`config.mk`:
```
export PLATFORM = sky130hd
export DESIGN_NAME = irq_gateway
export DESIGN_NICKNAME = d
export VERILOG_FILES = /design/src/rtl/irqgw_pkg.sv /design/src/rtl/irqgw_id_decode.sv /design/src/rtl/irqgw_cell.sv /design/src/rtl/irq_gateway.sv
export SDC_FILE = /design/constraint.sdc
export NUM_CORES = 1
export LEC_CHECK = 0
export BUFFER_PORTS_ARGS = -buffer_cell sky130_fd_sc_hd__buf_4
export CORE_UTILIZATION = 52
export DETAILED_ROUTE_END_ITERATION = 6
export GPL_TIMING_DRIVEN = 0
export HOLD_SLACK_MARGIN = 0.02
export PLACE_DENSITY = 0.91
export SLEW_MARGIN = 30
export SYNTH_ARGS = -nofsm -noshare
export SYNTH_HDL_FRONTEND = slang
export SYNTH_SLANG_ARGS = --single-unit
```
`constraint.sdc`:
```
create_clock -name clk -period 3.6 [get_ports clk]
set_clock_uncertainty 0.1 [all_clocks]
set_input_delay 0.36 -clock clk [delete_from_list [all_inputs] [get_ports clk]]
set_output_delay 0.36 -clock clk [all_outputs]
set_load 0.05 [all_outputs]
```
`src/rtl/irqgw_pkg.sv`:
```
package irqgw_pkg;

    typedef enum logic {
        TRIG_LEVEL = 1'b0,
        TRIG_EDGE  = 1'b1
    } trig_mode_e;

    typedef struct packed {
        logic pend;
        logic busy;
        logic prev;
    } gw_state_t;

    localparam gw_state_t GW_RESET = '{pend: 1'b0, busy: 1'b0, prev: 1'b0};

    function automatic logic detect_event(input trig_mode_e mode,
                                          input logic raw,
                                          input logic prev);
        if (mode == TRIG_EDGE) begin
            return raw & ~prev;
        end
        return raw;
    endfunction

endpackage

```
`src/rtl/irqgw_id_decode.sv`:
```
module irqgw_id_decode #(
    parameter int unsigned NUM_SRC = 8,
    parameter int unsigned ID_W    = $clog2(NUM_SRC + 1)
) (
    input  logic               clk,
    input  logic               rst,
    input  logic               valid,
    input  logic [ID_W-1:0]    id,
    output logic [NUM_SRC-1:0] hit
);

    always_comb begin
        hit = '0;
        for (int i = 0; i < NUM_SRC; i++) begin
            hit[i] = valid && (id == ID_W'(i + 1));
        end
    end

    AST_ID_ONEHOT: assert property (@(posedge clk) disable iff (rst)
        $onehot0(hit));

    AST_ID_OUT_OF_RANGE: assert property (@(posedge clk) disable iff (rst)
        ((int'(id) > int'(NUM_SRC)) || (id == '0)) |-> (hit == '0));

endmodule

```
`src/rtl/irqgw_cell.sv`:
```
module irqgw_cell
    import irqgw_pkg::*;
(
    input  logic       clk,
    input  logic       rst,
    input  logic       raw,
    input  trig_mode_e mode,
    input  logic       claim_hit,
    input  logic       done_hit,
    output logic       pend,
    output logic       busy
);

    gw_state_t st_q, st_d;
    logic      evt;
    logic      locked;
    logic      accept;

    always_comb begin
        evt    = detect_event(mode, raw, st_q.prev);
        locked = st_q.busy & ~done_hit;
        accept = evt & ~locked;

        st_d      = st_q;
        st_d.prev = raw;
        if (accept) begin
            st_d.pend = 1'b1;
            st_d.busy = 1'b1;
        end else begin
            if (claim_hit) st_d.pend = 1'b0;
            if (done_hit)  st_d.busy = 1'b0;
        end
    end

    always_ff @(posedge clk) begin
        if (rst) st_q <= GW_RESET;
        else     st_q <= st_d;
    end

    assign pend = st_q.pend;
    assign busy = st_q.busy;

    AST_PEND_NEEDS_SERVICE: assert property (@(posedge clk) disable iff (rst)
        pend |-> busy);

    AST_LOCK_HOLDS: assert property (@(posedge clk) disable iff (rst)
        (busy && !done_hit) |=> busy);

    AST_CLAIM_DROPS: assert property (@(posedge clk) disable iff (rst)
        (pend && claim_hit && !done_hit) |=> !pend);

    AST_PEND_STICKY: assert property (@(posedge clk) disable iff (rst)
        (pend && !claim_hit) |=> pend);

    AST_RISE_ONLY_IDLE: assert property (@(posedge clk) disable iff (rst)
        $rose(pend) |-> ($past(!busy) || $past(done_hit)));

endmodule

```
`src/rtl/irq_gateway.sv`:
```
module irq_gateway
    import irqgw_pkg::*;
#(
    parameter int unsigned NUM_SRC = 8,
    parameter int unsigned ID_W    = $clog2(NUM_SRC + 1)
) (
    input  logic               clk,
    input  logic               rst,
    input  logic [NUM_SRC-1:0] irq_raw,
    input  logic               cfg_we,
    input  logic [NUM_SRC-1:0] cfg_edge,
    input  logic               claim_valid,
    input  logic [ID_W-1:0]    claim_id,
    input  logic               done_valid,
    input  logic [ID_W-1:0]    done_id,
    output logic [NUM_SRC-1:0] pending,
    output logic [NUM_SRC-1:0] in_service
);

    logic [NUM_SRC-1:0] mode_q;
    logic [NUM_SRC-1:0] claim_hit;
    logic [NUM_SRC-1:0] done_hit;

    always_ff @(posedge clk) begin
        if (rst)         mode_q <= '0;
        else if (cfg_we) mode_q <= cfg_edge;
    end

    irqgw_id_decode #(.NUM_SRC(NUM_SRC), .ID_W(ID_W)) u_claim_dec (
        .clk  (clk),
        .rst  (rst),
        .valid(claim_valid),
        .id   (claim_id),
        .hit  (claim_hit)
    );

    irqgw_id_decode #(.NUM_SRC(NUM_SRC), .ID_W(ID_W)) u_done_dec (
        .clk  (clk),
        .rst  (rst),
        .valid(done_valid),
        .id   (done_id),
        .hit  (done_hit)
    );

    for (genvar g = 0; g < NUM_SRC; g++) begin : g_cell
        irqgw_cell u_cell (
            .clk      (clk),
            .rst      (rst),
            .raw      (irq_raw[g]),
            .mode     (trig_mode_e'(mode_q[g])),
            .claim_hit(claim_hit[g]),
            .done_hit (done_hit[g]),
            .pend     (pending[g]),
            .busy     (in_service[g])
        );
    end

    AST_RESET_CLEAR: assert property (@(posedge clk)
        $past(rst) |-> (pending == '0 && in_service == '0 && mode_q == '0));

    AST_MODE_STABLE: assert property (@(posedge clk) disable iff (rst)
        !$past(cfg_we) |-> $stable(mode_q));

endmodule

```
# Word level (Yosys, flattened, before mapping)

Index checks and enable logic that the tools add are counted.

Magnitude comparators: 0
$mul: 0
Divide/modulo/power cells: 0
Shifts and indexed selects: 0
Reduce and logical (&&, ||, !) cells: 32
Add/subtract/negate cells: 0
Equality and inequality tests: 16
Muxes and demuxes: 48
Bitwise logic cells: 48

Operators by type and width:

| kind                 | number |
|---|---|
| $mux W1              | 40 |
| $eq A4 B3 Y1 const B | 8 |
| $reduce_bool A2 Y1   | 16 |
| $and A1 B1 Y1        | 24 |
| $not A1 Y1           | 24 |
| $eq A4 B2 Y1 const B | 4 |
| $logic_and A1 B1 Y1  | 16 |
| $mux W2              | 8 |
| $eq A4 B1 Y1 const B | 2 |
| $eq A4 B4 Y1 const B | 2 |

Memories: 0
Bits in registers: 32
Output and inout bits: 16
Bits in read-only memories: 0
Input port bits: 29
Word-level logic and storage cells: 169
Memory bits (writable): 0
Latch bits: 0

# Depth between registers and ports, before layout

Word-level depth: 7
Mapped depth: 4

# Modules after synthesis

From an unflattened synthesis, not the netlist that was laid out.

Cell total of the unflattened synthesis: 134
Area, all modules: 1371.3 sq um

Modules (own cells, without submodules):

| module          | cells each | area each (sq um) | times used |
|---|---|---|---|
| irqgw_cell      | 10         | 117.6             | 8 |
| irq_gateway     | 26         | 285.3             | 1 |
| irqgw_id_decode | 14         | 72.6              | 2 |

# Worst setup path before layout

Ideal clock, no wire load.

Kind: input to register
Start point: input done_id[1]
End point: register g_cell[7].u_cell.st_q, in the netlist g_cell[7].u_cell.busy
Arrival: 1176 ps
Cell stages on the path: 3
Buffers on the path: 0
Path slack: 2209 ps
Required time: 3385 ps
Cells stage by stage: or3b_1 o31a_1 o21a_1

Cells in the longest elaborated chain, start to end: 7
Elaborated cells between the ends (all ways): 8

Ends and longest elaborated chain:

| item                                                 | line                  | source |
|---|---|---|
| from (decl)                                          | irq_gateway.sv:15     | `input logic [ID_W-1:0] done_id,` |
| $eq A4 B4 Y1 *                                       | irqgw_id_decode.sv:15 | `hit[i] = valid && (id == ID_W'(i + 1));` |
| $logic_and A1 B1 Y1 *                                | irqgw_id_decode.sv:15 |  |
| $not A1 Y1                                           | irqgw_cell.sv:21      | `locked = st_q.busy & ~done_hit;` |
| $and A1 B1 Y1                                        | irqgw_cell.sv:21      |  |
| $not A1 Y1                                           | irqgw_cell.sv:22      | `accept = evt & ~locked;` |
| $and A1 B1 Y1                                        | irqgw_cell.sv:22      |  |
| $mux W2 / $reduce_bool A2 Y1 (equally long branches) | --                    |  |
| to (signal assigned)                                 | irqgw_cell.sv:37      | `else st_q <= st_d;` |
| to (decl)                                            | irqgw_cell.sv:14      | `gw_state_t st_q, st_d;` |

Mark *: on every way between the ends. The rest lies on a longest branch, timed or not.
A chain may end at the register's enable or synchronous reset.

# Final worst setup path

Start point: register g_cell[1].u_cell.st_q, in the netlist g_cell[1].u_cell.busy
End point: output in_service[1]

RTL lines:

| item                   | line              | source |
|---|---|---|
| from (decl)            | irqgw_cell.sv:14  |  |
| from (signal assigned) | irqgw_cell.sv:37  |  |
| to (decl)              | irq_gateway.sv:17 | `output logic [NUM_SRC-1:0] in_service` |

No word-level cell between the ends.

==> out/results.txt <==
The top cell type by area accounts for 47.3% of the synthesized area. The buffer cell driving the clock tree root is clkbuf_4. The leakage power summed over all cells was 0.817 nW. The initial utilization of the core area, before any placement, comes to 54.6%.

For this design the ratio of total power to cell area is 451 nW/um2. In this run the critical register-to-register path is captured at g_cell[7].u_cell.pend. The total overflow left after global routing is 0. The layout overhead on the synthesized area came out at 31.1%. The tools report the length of routed wiring on met1 as 1.26 mm. The critical path goes through buf_4 -> buf_4. STA classifies the critical path endpoint as an output port. For this block, the initial DRC count from the detailed router was 27. The slowest stage of the critical path belongs to the cell dfxtp_1. The tool flagged a number of max-cap violations equal to 0. For the finished layout, the period the worst path requires is 1.48 ns.

The via count was 1191. The most critical setup path has its endpoint at in_service[1]. Data on the critical path arrives at its endpoint at 1.02 ns. For flop-to-flop paths, the worst setup slack is 2.60 ns.

Dividing the synthesized area by the synthesized cell count gives 9.40 um2. After detailed routing, the number of remaining DRC violations is 0. Wire segments on met3 add up to 210 um in the final route. Synthesis inferred 32 register bits.

The post-cts repair resize count came out at 0. The worst hold slack across all endpoints is 0.138 ns, and the area of combinational cells with multiple inputs is 566 um2. The mapped netlist covers 1350 um2. The final layout contains routed wiring with a total length of 3.00 mm. dfxtp_1 takes more of the synthesized area than any other cell. For this design, the CTS-stage hold fixing added 0 buffers. The logs give 173 for the net count of the mapped netlist and 675 MHz for the maximum clock rate.

The number of max-slew violations in the final report came out at 0. The tools report the count of endpoints failing hold in the final timing report as 0. The critical path crosses 2 cells after its start point. Dividing the detail-routed wire length by the instance count gives 13.3 um. Using the TritonRoute via totals, the vias-per-cell ratio works out to 5.29. Detailed placement ended at an HPWL of 2.34 mm.

Clock tree synthesis inserted a total of 5 buffers. The worst setup path is launched from a flip-flop. The count of buffers inserted at the top-level ports works out to 43. 45 I/O pins were placed. The critical path contains buffers and inverters numbering 2 combined. In this run the tightest slew margin relative to its limit is 69.8%. The worst reg-to-reg path cell count was 3; the number of distinct library cells after synthesis was 27. Of the cells placed in the final design, the portion with a size suffix greater than 1 is 35.4%. Measured along the x axis, the die boundary spans 53.0 um.

For this run, the slowest stage of the critical path takes 0.38 ns. For this design, the sink count on the clock tree is 32. Setup repair after global routing left no endpoint under its margin. The die footprint is 2810 um2.

The number of antenna diodes was 0. The via count of the first global-routing pass came out at 1076. For the final routed database, the setup TNS stands at 0 ns. The number of setup violations in the final report came out at 0. Once detail routing completed, the nets flagged for antenna violations numbered 0. TritonCTS built the clock tree. The later pin in the worst-skew pair is clocked with a latency of 0.34 ns. Before CTS, the worst setup slack after placement is 2.00 ns. Row count: 18. Counting the fill cells in the layout gives 205. The largest fanout on the critical path is 3, and the number of buffers inserted by post-CTS setup repair is 0. Clock-pin slew was measured on the worst setup and hold paths at 0.10 ns. CTS built an H-tree with a depth of 2. In the final layout, flip-flops and latches occupy 641 um2. Counting every instance in the synthesized netlist gives 144. The routed design uses 1.47 mm of met2 wire. During synthesis, Yosys emitted a total of 0 warnings. STA puts the critical path data required time at 3.14 ns. The region available for standard cell placement spans 2480 um2. Top layer used by detailed routing: met4. The logs give 0.765 for the global placement routability congestion and 47.3% for the sequential-to-total area share from yosys stat. The tools report the maximum count of clock buffers along a single path as 2. The critical path starts at g_cell[1].u_cell.busy. The worst setup path is of the reg -> out kind.

The run finished with clean final reports. The cell family contributing the most delay on the critical path is flip-flops. Global routing consumed, over all layers together, 23.4% of the routing resources. The overall die height came out at 53.0 um. Entering global routing, the biggest net connects 11 pins.

The initial antenna violation count came out at 0. IR analysis of the VDD net gives a maximum drop of 0.364 mV. By area the synthesized netlist is led by dfxtp_1 47%, buf_4 8.9%, mux2i_1 5.9%. The first global-routing pass estimated 4.56 mm of wire. The setup slack after layout was 2.12 ns; the overall power of the completed layout was 800 uW. The min-delay analysis places its worst path in the category in -> reg. For the net count of the finished layout, the log shows 223. The final critical path takes up 41.1% of the cycle.

At the pin with the least slew margin, the transition time is 0.453 ns. Before antenna repair, the detailed router went through 4 iterations. The worst register-to-register path begins at mode_q[7]. The count of cells in the finished layout, fillers not included, comes to 225.

After detailed placement, the design holds a cell count of 217. By instance count, the cell type seen most on the critical path is buf_4.
[synth_stat cells (all sizes together)]
master  count
dfxtp      32
buf        18
nand2      16
mux2i       8
nor2        8
nor2b       8
o31ai       8
a21oi       6
o211ai      6
o21a        6
o21ai       5
nand3b      4
clkbuf      3
nand2b      3
o31a        3
inv         2
or3b        2
a21boi      1
a41o        1
and2        1
nand3       1
o311a       1
o311ai      1
[layout by cell type (no fill, tap or decap), drive strengths merged, types with 5 or more instances in the layout]
cell type   n
clkbuf      9
buf        61
nor2        8
o21ai       5
dfxtp      32
nor2b       8
a21oi       6
mux2i       8
o21a        6
o211ai      6
o31ai       8
nand2      16
[layout make-up]
class	instances	area share, %
timing repair buffer	43	18.2
sequential	32	36.1
clock buffer	6	2.89
clock inverter	2	0.564
buffer	21	7.89
multi-input combinational	89	31.9
inverter	2	0.423
tap	30	2.11
[registers in the layout, summed over array words and instances (netlist names)]
register	cells
g_cell.u_cell.st_q	8
g_cell.u_cell.pend	8
g_cell.u_cell.busy	8
mode_q	8
[cells by family after synthesis]
family / count (synthesis) / synth area share, %
and+or+nand+nor: 43 / 16.1
AOI/OAI and AO/OA: 38 / 19.8
DFF: 32 / 47.3
buffers and inverters: 23 / 10.9
muxes: 8 / 5.92
[report_power, final]
group	internal, mW	leakage (nW)	switching (mW)
logic	0.0844	0.513	0.109
registers	0.380	0.267	0.0135
clock network	0.0927	0.0380	0.120
[stage by stage]
step | instance area, um2 | util, %
after floorplan | 1350 | -
after global placement | 1710 | 69.2
after detailed placement | 1710 | 69.2
after CTS | 1780 | 71.7
after global routing | 1780 | 71.7
final | 1780 | 71.7
[metal layers]
metal  global-route usage, %  vias to the layer above
li1                        -                      586
met4                    11.8                        0
met3                    7.18                        7
met1                    26.0                      548
met2                    39.9                       50
met5                       0                        -
[how the worst min path moves through the flow]
stage	start	endpoint	slack (ns)	cells after the start
floorplan	mode_q[7]	mode_q[7]	0.35	2
global placement	mode_q[7]	mode_q[7]	0.37	2
detailed placement	mode_q[5]	mode_q[5]	0.39	2
CTS	irq_raw[7]	g_cell[7].u_cell.st_q[0]	0.13	2
global route	irq_raw[1]	g_cell[1].u_cell.st_q[0]	0.13	2
finish	irq_raw[7]	g_cell[7].u_cell.st_q[0]	0.14	2
Power figures use the tool's default switching activity.
